[src/rtl/irq_arb_pkg.sv]
// Package irq_arb_pkg
// Holds the shared priority width and the priority type for the arbiter.
// Assumes 4-bit priorities everywhere; the value 0 means "disabled".
package irq_arb_pkg;
    localparam int PRIO_W = 4;
    typedef logic [PRIO_W-1:0] prio_t;
endpackage

[src/rtl/irq_hw_pending.sv]
// Module irq_hw_pending
// Produces the effective pending state of each hardware source for this cycle.
// Edge-type sources latch a rising edge and are cleared by an acknowledge that
// names them. Level-type sources follow their input. EDGE_MASK bit h picks
// edge-type for source h. Assumes hw_irq is already synchronous to clk.
module irq_hw_pending #(
    parameter int               N_HW      = 8,
    parameter int               VEC_W     = 4,
    parameter logic [N_HW-1:0]  EDGE_MASK = '1
) (
    input  logic             clk,
    input  logic             rst_n,
    input  logic [N_HW-1:0]  hw_irq,
    input  logic             ack_fire,
    input  logic [VEC_W-1:0] ack_vec,
    output logic [N_HW-1:0]  pend_eff
);
    for (genvar g = 0; g < N_HW; g++) begin : g_src
        if (EDGE_MASK[g]) begin : g_edge
            logic prev_q;
            logic pend_q;
            logic hit;
            logic nxt;

            // Acknowledge aimed at this source; a fresh rising edge wins over it.
            assign hit = ack_fire && (ack_vec == VEC_W'(g));
            assign nxt = (pend_q && !hit) || (hw_irq[g] && !prev_q);

            // Keep the last input level and the latched request.
            always_ff @(posedge clk) begin
                if (!rst_n) begin
                    prev_q <= 1'b0;
                    pend_q <= 1'b0;
                end else begin
                    prev_q <= hw_irq[g];
                    pend_q <= nxt;
                end
            end
            assign pend_eff[g] = nxt;
        end else begin : g_level
            assign pend_eff[g] = hw_irq[g];
        end
    end
endmodule

[src/rtl/irq_prio_regs.sv]
// Module irq_prio_regs
// Holds the per-source priority registers and the software-interrupt post bits.
// Address i < N_SRC writes the priority of source i. Address N_SRC posts
// software interrupts and address N_SRC+1 withdraws them. Software interrupt j
// has source index N_HW+j. Assumes DATA_W >= PRIO_W and DATA_W >= N_SW.
module irq_prio_regs
    import irq_arb_pkg::*;
#(
    parameter int N_HW   = 8,
    parameter int N_SW   = 4,
    parameter int VEC_W  = 4,
    parameter int ADDR_W = 5,
    parameter int DATA_W = 4
) (
    input  logic                          clk,
    input  logic                          rst_n,
    input  logic [ADDR_W-1:0]             reg_addr,
    input  logic                          reg_we,
    input  logic [DATA_W-1:0]             reg_wdata,
    input  logic                          ack_fire,
    input  logic [VEC_W-1:0]              ack_vec,
    output logic [N_HW+N_SW-1:0][PRIO_W-1:0] prio,
    output logic [N_SW-1:0]               sw_eff
);
    localparam int N_SRC    = N_HW + N_SW;
    localparam int SET_ADDR = N_SRC;
    localparam int CLR_ADDR = N_SRC + 1;

    logic [N_SW-1:0] sw_q;
    logic [N_SW-1:0] set_bits;
    logic [N_SW-1:0] clr_bits;
    logic [N_SW-1:0] ack_bits;

    // Decode the post and withdraw writes.
    always_comb begin
        set_bits = '0;
        clr_bits = '0;
        if (reg_we && reg_addr == ADDR_W'(SET_ADDR)) set_bits = reg_wdata[N_SW-1:0];
        if (reg_we && reg_addr == ADDR_W'(CLR_ADDR)) clr_bits = reg_wdata[N_SW-1:0];
    end

    // Decode an acknowledge that names a software interrupt.
    always_comb begin
        for (int j = 0; j < N_SW; j++) begin
            ack_bits[j] = ack_fire && (ack_vec == VEC_W'(N_HW + j));
        end
    end

    assign sw_eff = (sw_q & ~clr_bits & ~ack_bits) | set_bits;

    // Keep the posted software interrupts.
    always_ff @(posedge clk) begin
        if (!rst_n) sw_q <= '0;
        else        sw_q <= sw_eff;
    end

    // Load the priority register that a write addresses.
    always_ff @(posedge clk) begin
        if (!rst_n) begin
            prio <= '0;
        end else if (reg_we) begin
            for (int i = 0; i < N_SRC; i++) begin
                if (reg_addr == ADDR_W'(i)) prio[i] <= reg_wdata[PRIO_W-1:0];
            end
        end
    end
endmodule

[src/rtl/irq_select.sv]
// Module irq_select
// Finds the pending source with the highest nonzero priority. On equal
// priorities the lowest index wins. With no candidate it returns index 0 and
// level 0. Purely combinational.
module irq_select
    import irq_arb_pkg::*;
#(
    parameter int N_SRC = 12,
    parameter int VEC_W = 4
) (
    input  logic [N_SRC-1:0]             pend,
    input  logic [N_SRC-1:0][PRIO_W-1:0] prio,
    output logic [VEC_W-1:0]             best_idx,
    output prio_t                        best_lvl
);
    // Scan from the top index down so that a lower index takes ties.
    always_comb begin
        best_idx = '0;
        best_lvl = '0;
        for (int i = N_SRC - 1; i >= 0; i--) begin
            if (pend[i] && prio[i] != '0 && prio[i] >= best_lvl) begin
                best_idx = VEC_W'(i);
                best_lvl = prio[i];
            end
        end
    end
endmodule

[src/rtl/irq_arbiter.sv]
// Module irq_arbiter (top)
// Arbitrates hardware and software interrupt sources by programmable priority
// and raises a registered request when the winner outranks psw_mask.
// An acknowledge is honoured only while irq_req is high, and it names the
// source on irq_vec. Assumes all inputs are synchronous to clk.
module irq_arbiter
    import irq_arb_pkg::*;
#(
    parameter int              N_HW      = 8,
    parameter int              N_SW      = 4,
    parameter logic [N_HW-1:0] EDGE_MASK = 8'h0F,
    parameter int              ADDR_W    = 5,
    parameter int              DATA_W    = 4,
    parameter int              N_SRC     = N_HW + N_SW,
    parameter int              VEC_W     = $clog2(N_SRC)
) (
    input  logic              clk,
    input  logic              rst_n,
    input  logic [N_HW-1:0]   hw_irq,
    input  logic [PRIO_W-1:0] psw_mask,
    input  logic [ADDR_W-1:0] reg_addr,
    input  logic              reg_we,
    input  logic [DATA_W-1:0] reg_wdata,
    input  logic              ack,
    output logic              irq_req,
    output logic [VEC_W-1:0]  irq_vec,
    output logic [PRIO_W-1:0] irq_lvl
);
    logic                          ack_fire;
    logic [N_HW-1:0]               hw_pend;
    logic [N_SW-1:0]               sw_pend;
    logic [N_SRC-1:0][PRIO_W-1:0]  prio;
    logic [VEC_W-1:0]              best_idx;
    prio_t                         best_lvl;

    assign ack_fire = ack && irq_req;

    irq_hw_pending #(
        .N_HW      (N_HW),
        .VEC_W     (VEC_W),
        .EDGE_MASK (EDGE_MASK)
    ) u_hw (
        .clk      (clk),
        .rst_n    (rst_n),
        .hw_irq   (hw_irq),
        .ack_fire (ack_fire),
        .ack_vec  (irq_vec),
        .pend_eff (hw_pend)
    );

    irq_prio_regs #(
        .N_HW   (N_HW),
        .N_SW   (N_SW),
        .VEC_W  (VEC_W),
        .ADDR_W (ADDR_W),
        .DATA_W (DATA_W)
    ) u_regs (
        .clk       (clk),
        .rst_n     (rst_n),
        .reg_addr  (reg_addr),
        .reg_we    (reg_we),
        .reg_wdata (reg_wdata),
        .ack_fire  (ack_fire),
        .ack_vec   (irq_vec),
        .prio      (prio),
        .sw_eff    (sw_pend)
    );

    irq_select #(
        .N_SRC (N_SRC),
        .VEC_W (VEC_W)
    ) u_sel (
        .pend     ({sw_pend, hw_pend}),
        .prio     (prio),
        .best_idx (best_idx),
        .best_lvl (best_lvl)
    );

    // Register the winner and gate the request against the running mask.
    always_ff @(posedge clk) begin
        if (!rst_n) begin
            irq_req <= 1'b0;
            irq_vec <= '0;
            irq_lvl <= '0;
        end else begin
            irq_req <= (best_lvl != '0) && (best_lvl > psw_mask);
            irq_vec <= best_idx;
            irq_lvl <= best_lvl;
        end
    end
endmodule

[config.mk]
export PLATFORM = sky130hd
export DESIGN_NAME = irq_arbiter
export DESIGN_NICKNAME = d
export VERILOG_FILES = /design/src/rtl/irq_arb_pkg.sv /design/src/rtl/irq_hw_pending.sv /design/src/rtl/irq_prio_regs.sv /design/src/rtl/irq_select.sv /design/src/rtl/irq_arbiter.sv
export SDC_FILE = /design/constraint.sdc
export NUM_CORES = 1
export LEC_CHECK = 0
export BUFFER_PORTS_ARGS = -buffer_cell sky130_fd_sc_hd__buf_4
export CAP_MARGIN = 20
export CORE_MARGIN = 10
export CORE_UTILIZATION = 30
export CTS_CLUSTER_DIAMETER = 80
export DETAILED_ROUTE_END_ITERATION = 8
export RECOVER_POWER = 100
export SLEW_MARGIN = 20
export SYNTH_ARGS = -nofsm -noshare
export SYNTH_HDL_FRONTEND = slang
export SYNTH_SLANG_ARGS = --single-unit
[constraint.sdc]
create_clock -name clk -period 24 [get_ports clk]
set_input_delay 0 -clock clk [delete_from_list [all_inputs] [get_ports clk]]
set_output_delay 0 -clock clk [all_outputs]
set_load 0.02 [all_outputs]
==> flow_summary.yaml <==
global_routing:
  grt_pass1_vias: 4649
  overflow: 0
  track_usage_pct: 13.03
  grt_pass1_wl_um: 24180
  grt_max_degree: 57
  antenna_found_initial: 0
clock_tree:
  clkLatencyLatePin_ps: 340
  cts.sinks: 69
  cts-buffers-inserted: 9
  cts-root-buf: "clkbuf_16"
  clockBufferDepth: 2
  cts_setup_buffers: 0
  ctsResizeCount: 0
  htreeDepth: 3
  clk_pin_slew_ps: 60
  cts_tree: "built"
  hold_buffers: 6
placed_design:
  gp_congestion: 0.8586
  placed_area_sq_um: 5620
  port_buffers: 33
  hpwlAfterDp_um: 10930
  placedCellCount: 895
synth:
  synth_top_area_share_pct: 26.80
  yosysTopAreaCell: "dfxtp_1"
  synth-seq-cells: 69
  seq_area_frac_synth_pct: 26.80
  yosys-top-cells-area: "dfxtp_1 (27%), ha_1 (8.7%), nand2_1 (6.1%)"
  avgSynthCellArea_sq_um: 7.787
  syn_inst: 662
  synth_edf_count: 0
  ys.flop_type: "dfxtp_1"
  syn_area_sq_um: 5155
  yosysWarnings: 0
  yosysUniqueCellTypes: 82
  synth_nets: 723
  async_reset_ff_share_pct: 0
pwr:
  leakagePower_uw: 0.002068
  power_density_nw_per_um2: 47.71
  peakVddDrop_mv: 0.03210
run_status:
  outcome: "finished, violations left"
  violations: "capacitance limit, slew limit"
detailed_routing:
  wirelength_um: 14800
  drc: 0
  vias: 4981
  ant_nets: 0
  drtPass1Iterations: 5
  avgRoutedWirePerCell_um: 16.14
  vias_per_cell: 5.432
  dr.first_iter.drc_count: 385
sta:
  rsz0062_at_grt: "no"
  fmax_ghz: 0.04591
  hold_slack_ps: 39.04
  final_max_slew_viol_count: 57
  fin_crit_ps: 21780
  finalSetupViolations: 0
  fin_crit_sh_pct: 90.77
  finClkSkew_ps: 4.915
  hold_viol: 0
  setup_tns_ps: 0
  worst_slew_pin_slew_ps: 2596
  relSlewSlack_pct: -73.08
cells_and_area:
  area_growth_pct: 14.49
  fin_cells: 917
  mostFrequentLayoutCells: "nand2_1 (84), dfxtp_1 (69), a21oi_1 (59)"
  design_area_sq_um: 5902
  final_common_cell: "nand2_1"
  diodes: 0
  drive_gt1_share_pct: 10.04
  postLayoutCoreUtil_pct: 35.34
  final_nets: 753
hold_path:
  hold_path_class: "input port to flop"
setup_path:
  path_common_cell: "ha_1"
  critical_path_class: "flop to flop"
  cp_max_fo: 9
  slowest_delay_ps: 540
  worstSetupEndpointType: "flop"
  critPathLaunchType: "flop"
  required_ps: 24220
  cp.arrival_ps: 22000
  crit_slowest_cell: "a311oi_1"
die:
  die_h_um: 151.1
  io_pins: 34
  num_rows: 47
  die_x_um: 151.1
  core_sq_um: 16700
  start_util_pct: 30.87
  fp.dieArea_sq_um: 22830
job:
  cap_violations: 1
[cell usage after synthesis, types with 9 or more instances]
| cell | number |
|---|---|
| nand3_1 | 48 |
| nor2_1 | 46 |
| ha_1 | 36 |
| mux2i_1 | 14 |
| o21a_1 | 9 |
| dfxtp_1 | 69 |
| a31oi_1 | 12 |
| o21ai_0 | 24 |
| inv_1 | 41 |
| nor3_1 | 9 |
| nand2_1 | 84 |
| a21oi_1 | 59 |
| a21o_1 | 10 |
| nand2b_1 | 15 |
| and2_1 | 13 |
| clkbuf_1 | 22 |
[critical path, delay by kind of cell, from the launching register on]
| kind | cells | cell delay [ps] |
|---|---|---|
| flops | 1 | 400 |
| mux | 6 | 2090 |
| fa+ha+maj | 12 | 3090 |
| compound gates | 42 | 10240 |
| simple gates | 30 | 5800 |
[state kept, by name, summed over array words and instances (netlist names)]
register	cells
irq_lvl	4
irq_req	1
irq_vec	4
u_hw.g_src.g_edge.pend_q	4
u_hw.g_src.g_edge.prev_q	4
u_regs.prio	48
u_regs.sw_q	4
[logic make-up (layout without fill, tap and decap cells)]
kind of cell / Yosys count / count (layout) / synth area share (%)
simple gates: 265 / 265 / 25.97
mux: 22 / 22 / 4.611
flops: 69 / 69 / 26.80
compound gates: 201 / 201 / 28.69
buf+inv: 69 / 104 / 5.194
fa+ha+maj: 36 / 36 / 8.738
[cell type report]
cell class	instances	area (sq um)
Multi-Input combinational cell	524	3475
Inverter	42	157.7
Fill cell	1818	10800
Sequential cell	69	1381
Clock buffer	12	246.5
Clock inverter	4	47.55
Tap cell	220	275.3
Timing Repair Buffer	46	319.1
[metal layers]
| layer | vias to the layer above | GRT usage [%] | part of all wire, % |
|---|---|---|---|
| met5 | - | 0 | 0 |
| met4 | 0 | 5.005 | 1.4 |
| met3 | 10 | 1.462 | 3.1 |
| met2 | 108 | 20.06 | 46 |
| met1 | 2340 | 18.18 | 50 |
| li1 | 2523 | - | - |
[where the power goes]
part / switching [uW] / total, uW / internal (uW) / leakage (uW)
clock: 52.0 / 135 / 83.0 / 0.000143
combinational: 17.8 / 28.6 / 10.8 / 0.00137
sequential: 1.42 / 118 / 116 / 0.000559
total: 71.2 / 282 / 210 / 0.00207
[stage by stage]
| step | setup WS [ps] | power [uW] |
|---|---|---|
| after floorplan | 4791 | 137.8 |
| after global placement | 3083 | 148.4 |
| after detailed placement | 2768 | 148.7 |
| after CTS | 2673 | 284.8 |
| after global routing | 341.5 | 291.1 |
| final | 2216 | 281.6 |
[worst paths after layout]
path	from	cells after the start	to	slack, ps
setup / recovery	irq_req	90	irq_req	2220
hold / removal	reg_wdata[3]	3	u_regs.prio[39]	40
setup reg to reg	irq_req	90	irq_req	2220
hold reg to reg	u_regs.prio[0]	2	u_regs.prio[0]	470
(Power assumes the default switching activity.)
